### config.mk
export PLATFORM = sky130hd
export DESIGN_NAME = port_irq_hub
export DESIGN_NICKNAME = d
export VERILOG_FILES = /design/src/rtl/pirq_pkg.sv /design/src/rtl/pirq_cause_bank.sv /design/src/rtl/pirq_ready_ctl.sv /design/src/rtl/pirq_pin_router.sv /design/src/rtl/port_irq_hub.sv
export SDC_FILE = /design/constraint.sdc
export NUM_CORES = 1
export LEC_CHECK = 0
export ABC_AREA = 1
export BUFFER_PORTS_ARGS = -buffer_cell sky130_fd_sc_hd__buf_2
export CAP_MARGIN = 0
export CORE_AREA = 2 2 116 118
export CTS_CLUSTER_SIZE = 14
export DETAILED_ROUTE_END_ITERATION = 10
export DIE_AREA = 0 0 118 120
export PLACE_DENSITY_LB_ADDON = 0.12
export RECOVER_POWER = 50
export SETUP_SLACK_MARGIN = 0.15
export SLEW_MARGIN = 20
export SYNTH_ARGS = -nofsm -noshare
export SYNTH_HDL_FRONTEND = slang
export SYNTH_SLANG_ARGS = --single-unit
### constraint.sdc
create_clock -name clk -period 1.9 [get_ports clk]
set_input_delay 0.095 -clock clk [delete_from_list [all_inputs] [get_ports clk]]
set_output_delay 0.095 -clock clk [all_outputs]
set_load 0.03 [all_outputs]
### src/rtl/pirq_pkg.sv
package pirq_pkg;
   localparam int CAUSE_N  = 6;
   localparam int PIN_N    = 4;
   localparam int ROUTE_W  = 2;
   localparam int SEL_W    = 3;

   localparam int C_DONE = 0;
   localparam int C_ERR  = 1;
   localparam int C_RDY  = 2;
   localparam int C_PM   = 3;
   localparam int C_PHY  = 4;
   localparam int C_WAKE = 5;

   localparam int ALIAS_OFS     = 16;
   localparam int ROUTE_LSB     = 30;
   localparam int CTL_INIT_BIT  = 2;
   localparam int CTL_MODE_BIT  = 3;
   localparam int READY_BIT     = 31;

   typedef logic [CAUSE_N-1:0] cause_t;
   typedef logic [ROUTE_W-1:0] route_t;

   typedef enum logic [SEL_W-1:0] {
      SEL_STAT   = 3'd0,
      SEL_EN_SET = 3'd1,
      SEL_EN_CLR = 3'd2,
      SEL_CTRL   = 3'd3,
      SEL_LINK   = 3'd4,
      SEL_SLOT   = 3'd5
   } reg_sel_e;
endpackage

### src/rtl/pirq_cause_bank.sv
module pirq_cause_bank
   import pirq_pkg::*;
(
   input  logic   clk,
   input  logic   rst_n,
   input  cause_t set_i,
   input  cause_t clr_i,
   input  cause_t en_set_i,
   input  cause_t en_clr_i,
   input  logic   route_we_i,
   input  route_t route_d_i,
   output cause_t stat_o,
   output cause_t en_o,
   output route_t route_o,
   output logic   irq_o
);
   cause_t stat_q;
   cause_t en_q;
   route_t route_q;

   for (genvar k = 0; k < CAUSE_N; k++) begin : g_bit
      // a pulse in the same cycle as a clear keeps the cause
      always_ff @(posedge clk or negedge rst_n) begin
         if (!rst_n)           stat_q[k] <= 1'b0;
         else if (set_i[k])    stat_q[k] <= 1'b1;
         else if (clr_i[k])    stat_q[k] <= 1'b0;
      end

      always_ff @(posedge clk or negedge rst_n) begin
         if (!rst_n)            en_q[k] <= 1'b0;
         else if (en_set_i[k])  en_q[k] <= 1'b1;
         else if (en_clr_i[k])  en_q[k] <= 1'b0;
      end
   end

   always_ff @(posedge clk or negedge rst_n) begin
      if (!rst_n)          route_q <= '0;
      else if (route_we_i) route_q <= route_d_i;
   end

   assign stat_o  = stat_q;
   assign en_o    = en_q;
   assign route_o = route_q;
   assign irq_o   = |(stat_q & en_q);
endmodule

### src/rtl/pirq_ready_ctl.sv
module pirq_ready_ctl #(
   parameter int INIT_CYCLES = 16,
   localparam int CNT_W = $clog2(INIT_CYCLES + 1)
) (
   input  logic clk,
   input  logic rst_n,
   input  logic init_req_i,
   input  logic fail_i,
   output logic ready_o,
   output logic busy_o,
   output logic done_o,
   output logic rise_o
);
   logic [CNT_W-1:0] cnt_q;
   logic             busy_q;
   logic             ready_q;
   logic             done;

   assign done = busy_q && (cnt_q == CNT_W'(1)) && !init_req_i;

   always_ff @(posedge clk or negedge rst_n) begin
      if (!rst_n) begin
         busy_q <= 1'b0;
         cnt_q  <= '0;
      end else if (init_req_i) begin
         busy_q <= 1'b1;
         cnt_q  <= CNT_W'(INIT_CYCLES);
      end else if (busy_q) begin
         cnt_q <= cnt_q - CNT_W'(1);
         if (cnt_q == CNT_W'(1)) busy_q <= 1'b0;
      end
   end

   always_ff @(posedge clk or negedge rst_n) begin
      if (!rst_n)       ready_q <= 1'b0;
      else if (fail_i)  ready_q <= 1'b0;
      else if (done)    ready_q <= 1'b1;
   end

   assign ready_o = ready_q;
   assign busy_o  = busy_q;
   assign done_o  = done;
   assign rise_o  = done && !ready_q && !fail_i;
endmodule

### src/rtl/pirq_pin_router.sv
module pirq_pin_router
   import pirq_pkg::*;
#(
   parameter int NUM_PORTS = 4
) (
   input  logic [NUM_PORTS-1:0]         port_irq_i,
   input  logic [NUM_PORTS*ROUTE_W-1:0] route_i,
   output logic [PIN_N-1:0]             pin_o
);
   for (genvar j = 0; j < PIN_N; j++) begin : g_pin
      logic acc;
      always_comb begin
         acc = 1'b0;
         for (int p = 0; p < NUM_PORTS; p++) begin
            if (route_i[p*ROUTE_W +: ROUTE_W] == ROUTE_W'(j))
               acc = acc | port_irq_i[p];
         end
      end
      assign pin_o[j] = acc;
   end
endmodule

### src/rtl/port_irq_hub.sv
module port_irq_hub
   import pirq_pkg::*;
#(
   parameter int NUM_PORTS   = 4,
   parameter int INIT_CYCLES = 16,
   parameter bit RDATA_REG   = 1'b1,
   localparam int PORT_W = (NUM_PORTS > 1) ? $clog2(NUM_PORTS) : 1,
   localparam int ADDR_W = PORT_W + SEL_W
) (
   input  logic                 clk,
   input  logic                 rst_n,
   input  logic                 bus_wr,
   input  logic                 bus_rd,
   input  logic [ADDR_W-1:0]    bus_addr,
   input  logic [31:0]          bus_wdata,
   output logic [31:0]          bus_rdata,
   input  logic [NUM_PORTS-1:0] ev_done,
   input  logic [NUM_PORTS-1:0] ev_err,
   input  logic [NUM_PORTS-1:0] ev_pm,
   input  logic [NUM_PORTS-1:0] ev_phy,
   input  logic [NUM_PORTS-1:0] ev_wake,
   output logic [NUM_PORTS-1:0] port_ready,
   output logic [PIN_N-1:0]     irq_pin
);
   if (NUM_PORTS < 1 || NUM_PORTS > 16) begin : g_bad_ports
      $error("port_irq_hub: NUM_PORTS must lie in 1..16");
   end
   if (INIT_CYCLES < 1) begin : g_bad_init
      $error("port_irq_hub: INIT_CYCLES must be at least 1");
   end

   logic [PORT_W-1:0] adr_port;
   reg_sel_e          adr_sel;
   logic              port_valid;
   cause_t            w1c_mask;

   assign adr_port   = bus_addr[ADDR_W-1:SEL_W];
   assign adr_sel    = reg_sel_e'(bus_addr[SEL_W-1:0]);
   assign port_valid = (32'(adr_port) < 32'(NUM_PORTS));
   assign w1c_mask   = bus_wdata[CAUSE_N-1:0] | bus_wdata[ALIAS_OFS +: CAUSE_N];

   cause_t  stat_a  [NUM_PORTS];
   cause_t  en_a    [NUM_PORTS];
   route_t  route_a [NUM_PORTS];
   logic [NUM_PORTS-1:0]         mode_q;
   logic [NUM_PORTS-1:0]         init_busy;
   logic [NUM_PORTS-1:0]         port_irq;
   logic [NUM_PORTS*ROUTE_W-1:0] route_flat;
   logic [NUM_PORTS*CAUSE_N-1:0] stat_flat;

   for (genvar p = 0; p < NUM_PORTS; p++) begin : g_port
      logic   hit;
      logic   wr_stat, wr_en_set, wr_en_clr, wr_ctrl, rd_slot;
      logic   init_done, ready_rise;
      cause_t set_v, clr_v;

      assign hit       = port_valid && (adr_port == PORT_W'(p));
      assign wr_stat   = bus_wr && hit && (adr_sel == SEL_STAT);
      assign wr_en_set = bus_wr && hit && (adr_sel == SEL_EN_SET);
      assign wr_en_clr = bus_wr && hit && (adr_sel == SEL_EN_CLR);
      assign wr_ctrl   = bus_wr && hit && (adr_sel == SEL_CTRL);
      assign rd_slot   = bus_rd && hit && (adr_sel == SEL_SLOT);

      always_ff @(posedge clk or negedge rst_n) begin
         if (!rst_n)       mode_q[p] <= 1'b0;
         else if (wr_ctrl) mode_q[p] <= bus_wdata[CTL_MODE_BIT];
      end

      pirq_ready_ctl #(.INIT_CYCLES(INIT_CYCLES)) i_ready (
         .clk       (clk),
         .rst_n     (rst_n),
         .init_req_i(wr_ctrl && bus_wdata[CTL_INIT_BIT]),
         .fail_i    (ev_err[p]),
         .ready_o   (port_ready[p]),
         .busy_o    (init_busy[p]),
         .done_o    (init_done),
         .rise_o    (ready_rise)
      );

      always_comb begin
         set_v          = '0;
         set_v[C_DONE]  = ev_done[p];
         set_v[C_ERR]   = ev_err[p];
         set_v[C_RDY]   = ready_rise;
         set_v[C_PM]    = ev_pm[p];
         set_v[C_PHY]   = ev_phy[p];
         set_v[C_WAKE]  = ev_wake[p];

         clr_v = wr_stat ? w1c_mask : '0;
         if (rd_slot && !mode_q[p]) clr_v[C_DONE] = 1'b1;
         if (init_done)             clr_v[C_ERR]  = 1'b1;
      end

      pirq_cause_bank i_bank (
         .clk       (clk),
         .rst_n     (rst_n),
         .set_i     (set_v),
         .clr_i     (clr_v),
         .en_set_i  (wr_en_set ? bus_wdata[CAUSE_N-1:0] : '0),
         .en_clr_i  (wr_en_clr ? bus_wdata[CAUSE_N-1:0] : '0),
         .route_we_i(wr_en_set || wr_en_clr),
         .route_d_i (bus_wdata[ROUTE_LSB +: ROUTE_W]),
         .stat_o    (stat_a[p]),
         .en_o      (en_a[p]),
         .route_o   (route_a[p]),
         .irq_o     (port_irq[p])
      );

      assign route_flat[p*ROUTE_W +: ROUTE_W] = route_a[p];
      assign stat_flat[p*CAUSE_N +: CAUSE_N]  = stat_a[p];
   end

   pirq_pin_router #(.NUM_PORTS(NUM_PORTS)) i_router (
      .port_irq_i(port_irq),
      .route_i   (route_flat),
      .pin_o     (irq_pin)
   );

   logic [31:0] rd_val;
   always_comb begin
      rd_val = '0;
      for (int p = 0; p < NUM_PORTS; p++) begin
         if (port_valid && adr_port == PORT_W'(p)) begin
            case (adr_sel)
               SEL_STAT:   rd_val = {10'b0, stat_a[p], 10'b0, stat_a[p]};
               SEL_EN_SET,
               SEL_EN_CLR: rd_val = {route_a[p], 24'b0, en_a[p]};
               SEL_CTRL:   rd_val = {28'b0, mode_q[p], 3'b0};
               SEL_LINK:   rd_val = {port_ready[p], 30'b0, init_busy[p]};
               SEL_SLOT:   rd_val = {31'b0, stat_a[p][C_DONE]};
               default:    rd_val = '0;
            endcase
         end
      end
   end

   if (RDATA_REG) begin : g_rd_flop
      logic [31:0] rdata_q;
      always_ff @(posedge clk or negedge rst_n) begin
         if (!rst_n)      rdata_q <= '0;
         else if (bus_rd) rdata_q <= rd_val;
      end
      assign bus_rdata = rdata_q;
   end else begin : g_rd_comb
      assign bus_rdata = rd_val;
   end
endmodule

; ---- Word level (Yosys, flattened, before mapping)
; Cells that the tools add are included.
; Widths: inputs -> output; s select.
[classes]
add_sub_neg = 4
eq_ne = 24
muxes = 168
bitwise_logic = 17
n_reduce_logical = 139
[op_table]
columns = op, count
row1 = $pmux 32 s5, 4
row2 = $mux 1, 140
row3 = $mux 32, 4
row4 = $reduce_bool 2->1, 56
row5 = $mux 6, 12
row6 = $logic_and 1x1->1, 52
row7 = $mux 5, 8
row8 = $and 6x6->6, 4
row9 = $reduce_or 6->1, 4
row10 = $eq 2x2->1 const B, 10
row11 = $eq 5x1->1 const B, 4
row12 = $sub 5x1->5 const B, 4
row13 = $logic_not 1->1, 16
row14 = $or 1x1->1, 12
row15 = $eq 2x1->1 const B, 5
row16 = $logic_not 2->1, 5
row17 = $eq 3x2->1 const B, 2
row18 = $eq 3x3->1 const B, 2
row19 = $or 6x6->6, 1
row20 = $logic_or 1x1->1, 4
row21 = $eq 3x1->1 const B, 1
row22 = $logic_not 3->1, 1
row23 = $reduce_or 2->1, 1
[totals]
ff_bits = 120
output_inout_bits = 40
word_cells = 421

; ---- Depth between registers and ports, before layout
[logic_depth]
depth_word = 9
mapped_depth = 11
ltp_nobuf = 9

; ---- Hierarchy
; From an unflattened synthesis, not the netlist that was laid out.
[hier_totals]
hier_cells = 857
hier_area_um2 = 6118.4
[by_module_without_submodules]
columns = module, n_inst, cells_per_inst, area_per_inst_um2, seq_area_each_um2
row1 = port_irq_hub, 1, 414, 2232.1, 450.4
row2 = pirq_cause_bank, 4, 56, 555.5, 350.3
row3 = pirq_ready_ctl, 4, 44, 365.4, 175.2
row4 = pirq_pin_router, 1, 43, 202.7, 0.0

; ---- Worst setup path before layout
; No wires, ideal clock.
[synth_timing]
path_type = register to register
startpoint = register g_port[3].i_ready.cnt_q[3]
endpoint = register g_port[3].i_bank.stat_q[2]
arrival_ns = 1.214
t_required_ns = 1.805
path_slack_ns = 0.590
stages_incl_launch_ff = 5
path_buffers = 0
cell_sequence = dfrtp_1 > or2_2 > nor3b_1 > nand3_2 > o31ai_1
[synth_via]
elab_chain_len = 6
word_cells_on_any_way = 7
cone_classes = 1 x eq/ne / 1 x mux / 5 x reduce/logical
[synth_lines]
columns = item, line
row1 = from (decl), pirq_ready_ctl.sv:14  ; logic [CNT_W-1:0] cnt_q;
row2 = from (signal assigned), pirq_ready_ctl.sv:27  ; cnt_q <= CNT_W'(INIT_CYCLES);
row3 = from (signal assigned), pirq_ready_ctl.sv:29  ; cnt_q <= cnt_q - CNT_W'(1);
row4 = $eq 5x1->1 (*), pirq_ready_ctl.sv:19  ; assign done = busy_q && (cnt_q == CNT_W'(1)) && !init_req_i;
row5 = $logic_and 1x1->1 (*) (2 in series), pirq_ready_ctl.sv:19
row6 = $logic_and 1x1->1 (*) (2 in series), pirq_ready_ctl.sv:43  ; assign rise_o = done && !ready_q && !fail_i;
row7 = $mux 1 / $reduce_bool 2->1 (equally long branches), n/a
row8 = "to (signal, indexed assignment)", pirq_cause_bank.sv:24  ; if (!rst_n) stat_q[k] <= 1'b0;
row9 = "to (signal, indexed assignment)", pirq_cause_bank.sv:25  ; else if (set_i[k]) stat_q[k] <= 1'b1;
row10 = "to (signal, indexed assignment)", pirq_cause_bank.sv:26  ; else if (clr_i[k]) stat_q[k] <= 1'b0;
row11 = to (decl), pirq_cause_bank.sv:17  ; cause_t stat_q;
; Every way passes the cells marked *; elsewhere a longest branch is shown, timed or not.
; A chain may end at the register's enable or synchronous reset.

; ---- Worst setup path after layout
[layout_timing]
startpoint = register g_port[2].i_bank.stat_q[3]
endpoint = output port irq_pin[1]
[layout_via]
elab_chain_len = 6
[layout_lines]
columns = item, line
row1 = from (decl), pirq_cause_bank.sv:17
row2 = "from (signal, indexed assignment)", pirq_cause_bank.sv:24
row3 = "from (signal, indexed assignment)", pirq_cause_bank.sv:25
row4 = "from (signal, indexed assignment)", pirq_cause_bank.sv:26
row5 = $and 6x6->6 (*), pirq_cause_bank.sv:44  ; assign irq_o = |(stat_q & en_q);
row6 = $reduce_or 6->1 (*), pirq_cause_bank.sv:44
row7 = $or 1x1->1 (*), pirq_pin_router.sv:16  ; acc = acc | port_irq_i[p];
row8 = $mux 1 (*), pirq_pin_router.sv:15  ; if (route_i[p*ROUTE_W +: ROUTE_W] == ROUTE_W'(j))
row9 = $or 1x1->1, pirq_pin_router.sv:16
row10 = $mux 1 (*), pirq_pin_router.sv:15
row11 = to (decl), port_irq_hub.sv:23  ; output logic [PIN_N-1:0] irq_pin
; Marks and branches as above.

==> impl_results.html <==
<table>
<tr><th>Metric</th><th>Value</th></tr>
<tr><th colspan="2">Detailed routing</th></tr>
<tr><td># DRC</td><td>0</td></tr>
<tr><td>Antenna violation net count after detailed routing</td><td>0</td></tr>
<tr><td>Post-DR wirelength/cell</td><td>16.8 um</td></tr>
<tr><td>Count of vias placed by the detailed router</td><td>5214</td></tr>
<tr><td>Vias per cell</td><td>around 5.2</td></tr>
<tr><td>Detailed Route WL</td><td>16.9 mm</td></tr>
<tr><td>Initial drt markers</td><td>403</td></tr>
<tr><td>Detailed-routing iteration count for the pre-antenna-repair pass</td><td>5</td></tr>
<tr><th colspan="2">Run</th></tr>
<tr><td>Number of max-cap violations</td><td>0</td></tr>
<tr><th colspan="2">Logic synthesis</th></tr>
<tr><td>Post-synth cell types</td><td>40</td></tr>
<tr><td>Sequential element share of the synthesized area</td><td>44.8%</td></tr>
<tr><td>Synth top area cells</td><td>dfrtp_1 (45%), nand2_1 (11%), o21ai_0 (8.5%)</td></tr>
<tr><td>XOR/XNOR Fraction of Synth Area</td><td>1.69%</td></tr>
<tr><td>Dominant register cell in the synthesized netlist</td><td>dfrtp_1</td></tr>
<tr><td>Per-instance average area after synthesis</td><td>7.81 um^2</td></tr>
<tr><td>Most instantiated library cell after synthesis</td><td>nand2_1</td></tr>
<tr><td>Number of standard cells after synthesis</td><td>729</td></tr>
<tr><td>Number of synthesized flops with an enable pin</td><td>0</td></tr>
<tr><td>Leading cell types by count after synthesis</td><td>nand2_1 (165), dfrtp_1 (102), o21ai_0 (97), inv_1 (87), nor2_1 (49)</td></tr>
<tr><td>Synth warnings</td><td>0</td></tr>
<tr><td>Cell area after technology mapping</td><td>about 5700 um^2</td></tr>
<tr><td>Post-synthesis compound-gate area fraction</td><td>15.6%</td></tr>
<tr><td>Area share of fa/ha/maj cells after synthesis</td><td>1.76%</td></tr>
<tr><td>Flip-flop and latch count after synthesis</td><td>102</td></tr>
<tr><td>Async set or reset register ratio after synthesis</td><td>100%</td></tr>
<tr><td>Largest family of logic cells by synthesized area</td><td>simple AND/OR/NAND/NOR gates</td></tr>
<tr><td>Cell accounting for the most synthesized area</td><td>dfrtp_1</td></tr>
<tr><td>Portion of synthesized cell area occupied by the leading cell type</td><td>44.8%</td></tr>
<tr><td>Area share of and/or/nand/nor cells after synthesis</td><td>25.2%</td></tr>
<tr><td>Multiplexer share of the synthesized area</td><td>0%</td></tr>
<tr><th colspan="2">Min path</th></tr>
<tr><td>Worst hold path startpoint</td><td>bus_wdata[3]</td></tr>
<tr><td>Classification of the worst-slack hold path</td><td>in2reg</td></tr>
<tr><td>Hold Path End</td><td>mode_q[3]</td></tr>
<tr><td>Number of cells traversed by the worst hold path</td><td>3</td></tr>
<tr><th colspan="2">STA</th></tr>
<tr><td>Total count of max-transition violations in the final report</td><td>0</td></tr>
<tr><td>Worst slew pin tran</td><td>1.14 ns</td></tr>
<tr><td>Post-route fraction of the period consumed by the critical path</td><td>between 90 and 100%</td></tr>
<tr><td>Fin crit period</td><td>1.85 ns</td></tr>
<tr><td>Number of endpoints with negative hold slack in the final report</td><td>0</td></tr>
<tr><td>RSZ-0062 raised after global routing</td><td>yes</td></tr>
<tr><td>Final count of negative-setup-slack endpoints</td><td>0</td></tr>
<tr><td>Normalized max-slew margin</td><td>24.2%</td></tr>
<tr><td>Fmax</td><td>about 540 MHz</td></tr>
<tr><td>Final Skew</td><td>around 0.011 ns</td></tr>
<tr><th colspan="2">Place</th></tr>
<tr><td>Number of instances in the placed design</td><td>965</td></tr>
<tr><td>Global placer's final weighted congestion</td><td>0.994</td></tr>
<tr><td>Detailed placement HPWL</td><td>12.6 mm</td></tr>
<tr><td># port buffers</td><td>64</td></tr>
<tr><th colspan="2">Layout</th></tr>
<tr><td>Final Util</td><td>51.6%</td></tr>
<tr><td>Signed area change from the synthesized netlist to the final layout</td><td>17.6%</td></tr>
<tr><td>Number of standard cells in the layout, taps in and fillers out</td><td>~1000</td></tr>
<tr><td># diodes</td><td>0</td></tr>
<tr><td>Proportion of layout cells with a drive suffix above 1</td><td>15.6%</td></tr>
<tr><td>Fin nets</td><td>892</td></tr>
<tr><th colspan="2">Floorplanning</th></tr>
<tr><td>Io pins</td><td>101</td></tr>
<tr><td>Area of the core region</td><td>around 13000 um^2</td></tr>
<tr><td>Site row count</td><td>42</td></tr>
<tr><td>Die Span X</td><td>around 120 um</td></tr>
<tr><td>Floorplan die height</td><td>around 120 um</td></tr>
<tr><td>Die area</td><td>14200 um^2</td></tr>
<tr><td>Starting Density</td><td>between 40% and 50%</td></tr>
<tr><th colspan="2">CTS</th></tr>
<tr><td>Root buffer cell</td><td>clkbuf_16</td></tr>
<tr><td>Worst-skew pair later-pin latency</td><td>0.36 ns</td></tr>
<tr><td>Clock transition at the register clock pins on the worst setup and hold paths after CTS</td><td>roughly 0.070 ns</td></tr>
<tr><td>Clock buffer count from CTS</td><td>9</td></tr>
<tr><td>Depth of the CTS H-tree</td><td>3</td></tr>
<tr><td>Longest Clk Path Bufs</td><td>2</td></tr>
<tr><td>Clock tree from TritonCTS</td><td>done</td></tr>
<tr><td>Clk sink count</td><td>102</td></tr>
<tr><th colspan="2">Critical path</th></tr>
<tr><td>Peak per-stage delay on the critical path</td><td>~0.4 ns</td></tr>
<tr><td>Combined buffer and inverter count along the critical path</td><td>1</td></tr>
<tr><td>Worst r2r dst</td><td>g_port[3].i_bank.stat_o[2]</td></tr>
<tr><td>Data arrival time of the critical path</td><td>1.76 ns</td></tr>
<tr><td>Dominant delay contributor by cell family on the critical path</td><td>simple AND/OR/NAND/NOR gates</td></tr>
<tr><td>Setup slack of the worst register-to-register path</td><td>0.42 ns</td></tr>
<tr><td>Reg2Reg Depth</td><td>4</td></tr>
<tr><td>FF-to-FF Start</td><td>g_port[3].i_ready.cnt_q[3]</td></tr>
<tr><td>Required time of the critical path</td><td>1.80 ns</td></tr>
<tr><td>Worst-path maximum fanout</td><td>4</td></tr>
<tr><td>Startpoint-to-endpoint class of the critical path</td><td>reg2out</td></tr>
<tr><td>Cell chain of the critical path</td><td>nand2_1 &gt; nand2_1 &gt; a21oi_2 &gt; nand4_1 &gt; nand3_1 &gt; nand4_1 &gt; buf_6</td></tr>
<tr><td>Number of logic stages on the critical path including buffering</td><td>7</td></tr>
<tr><td>Cell at the slowest stage of the critical path</td><td>dfrtp_1</td></tr>
<tr><td>Nature of the critical path startpoint</td><td>register</td></tr>
<tr><td>Critical Path Sink Type</td><td>output port</td></tr>
<tr><th colspan="2">Power and ir drop</th></tr>
<tr><td>Internal power contribution</td><td>4.62 mW</td></tr>
<tr><td>Sequential fraction of design power</td><td>43.3%</td></tr>
<tr><td>Fraction of power spent switching nets</td><td>a little over a third</td></tr>
<tr><td>Total leakage power</td><td>3.37 nW</td></tr>
<tr><td>Combinational share of power</td><td>29.7%</td></tr>
<tr><td>Switching power total</td><td>between 2 and 3 mW</td></tr>
<tr><td>Worst vdd ir</td><td>roughly 0.00075 V</td></tr>
<tr><td>Clock share of power</td><td>27.0%</td></tr>
<tr><td>Power density of the placed cells</td><td>1080 nW/um^2</td></tr>
<tr><th colspan="2">GRT</th></tr>
<tr><td>Aggregate global routing overflow</td><td>0</td></tr>
<tr><td>Number of antenna violations at the first check in global routing</td><td>0</td></tr>
<tr><td>Pin count of the biggest net entering global routing</td><td>43</td></tr>
<tr><td>Via count of the first global-routing pass</td><td>5119</td></tr>
<tr><td>Wire length of the first global-routing pass</td><td>26.7 mm</td></tr>
<tr><td>Total routing resource utilization after global routing</td><td>between 20% and 30%</td></tr>
<tr><th colspan="2">Run status</th></tr>
<tr><td>Result of the run</td><td>finished clean</td></tr>
</table>
flip-flops by register name (all words and copies together) (netlist names):
signal / flops
g_port.i_ready.busy_o: 4
bus_rdata: 14
g_port.i_ready.ready_o: 4
g_port.i_bank.route_o: 8
g_port.i_ready.cnt_q: 20
g_port.i_bank.stat_o: 24
mode_q: 4
g_port.i_bank.en_o: 24
metal layers:
| metal | wire length (um) | global-route usage, % | share of wire (%) | up-vias |
|---|---|---|---|---|
| met1 | 7350 | 32.7 | 44 | 2470 |
| met3 | 1170 | 5.18 | 6.9 | 15 |
| met5 | 0 | 0 | 0 | - |
| met4 | 274 | 7.83 | 1.6 | 0 |
| li1 | - | - | - | 2519 |
| met2 | 8090 | 40.9 | 48 | 210 |
worst reg2reg max path, delay by kind of cell (launching register included):
family             cells  cell delay, ns
and+or+nand+nor        3            0.79
DFF                    1            0.38
AOI/OAI and AO/OA      1            0.22
power groups by stage:
stage | registers (mW) | logic [mW] | clock network, mW
5_1_grt | 3.20 | 2.45 | 2.09
3_3_place_gp | 3.14 | 1.97 | 0
3_5_place_dp | 3.16 | 2.04 | 0
4_1_cts | 3.13 | 2.14 | 1.99
2_1_floorplan | 3.07 | 1.56 | 0
6_report | 3.13 | 2.15 | 1.95
cell families (layout without fill, tap and decap cells):
family	count (synthesis)	count (layout)
flip-flops	102	102
adder cells (fa/ha/maj)	8	8
buffers and inverters	132	214
AO/OA/AOI/OAI	165	165
XOR/XNOR	11	11
other	1	18
AND/OR/NAND/NOR	310	310
cells in the final DEF (no fill, tap or decap), drive strengths merged, types with 4 or more instances in the layout:
master       count
a21oi           24
buf             74
clkbuf          18
conb            18
dfrtp          102
dlygate4sd3     21
ha               8
inv             99
nand2          179
nand3           44
nand4           11
nor2            57
nor3             9
o21ai          113
o21bai          11
o22ai            8
or2              4
xor2             8
metrics by stage:
stage | worst slack, ns | cell area [um^2] | hold WS [ns] | setup TNS, ns | total power, mW
6_report | 0.0484 | 6700 | 0.00904 | 0 | 7.24
3_3_place_gp | 0.315 | 6170 | 0.0331 | 0 | 5.11
2_1_floorplan | 0.590 | 5760 | -0.201 | 0 | 4.63
5_1_grt | -0.0569 | 6700 | 0.0393 | -0.127 | 7.74
4_1_cts | 0.0627 | 6730 | 0.00596 | 0 | 7.25
3_5_place_dp | 0.287 | 6170 | 0.0381 | 0 | 5.20
worst max-delay path by stage:
stage | start | endpoint | slack, ns
2_1_floorplan | g_port[3].i_ready.cnt_q[3] | g_port[3].i_bank.stat_o[2] | 0.59
3_3_place_gp | bus_addr[3] | g_port[1].i_bank.stat_o[1] | 0.31
3_5_place_dp | bus_addr[3] | g_port[1].i_bank.stat_o[1] | 0.29
4_1_cts | g_port[2].i_bank.stat_o[3] | irq_pin[2] | 0.06
5_1_grt | g_port[2].i_bank.stat_o[3] | irq_pin[3] | -0.06
6_report | g_port[2].i_bank.stat_o[3] | irq_pin[1] | 0.05
repair_timing:
action	4_1_cts	5_1_grt
hold endpoints to repair	51	0
pin swaps	7	6
resized for setup	7	3
setup buffers	1	1
hold buffers	21	0
endpoints found under the setup margin	4	4
layout make-up:
type | instances | area (um^2)
Fill cell | 1287 | 6280
Clock inverter | 5 | 61.3
Inverter | 96 | 365
Timing Repair Buffer | 102 | 672
Clock buffer | 11 | 253
Multi-Input combinational cell | 512 | 2570
Sequential cell | 102 | 2550
Tap cell | 176 | 220
Note: power is estimated with default switching activity, not from simulation.
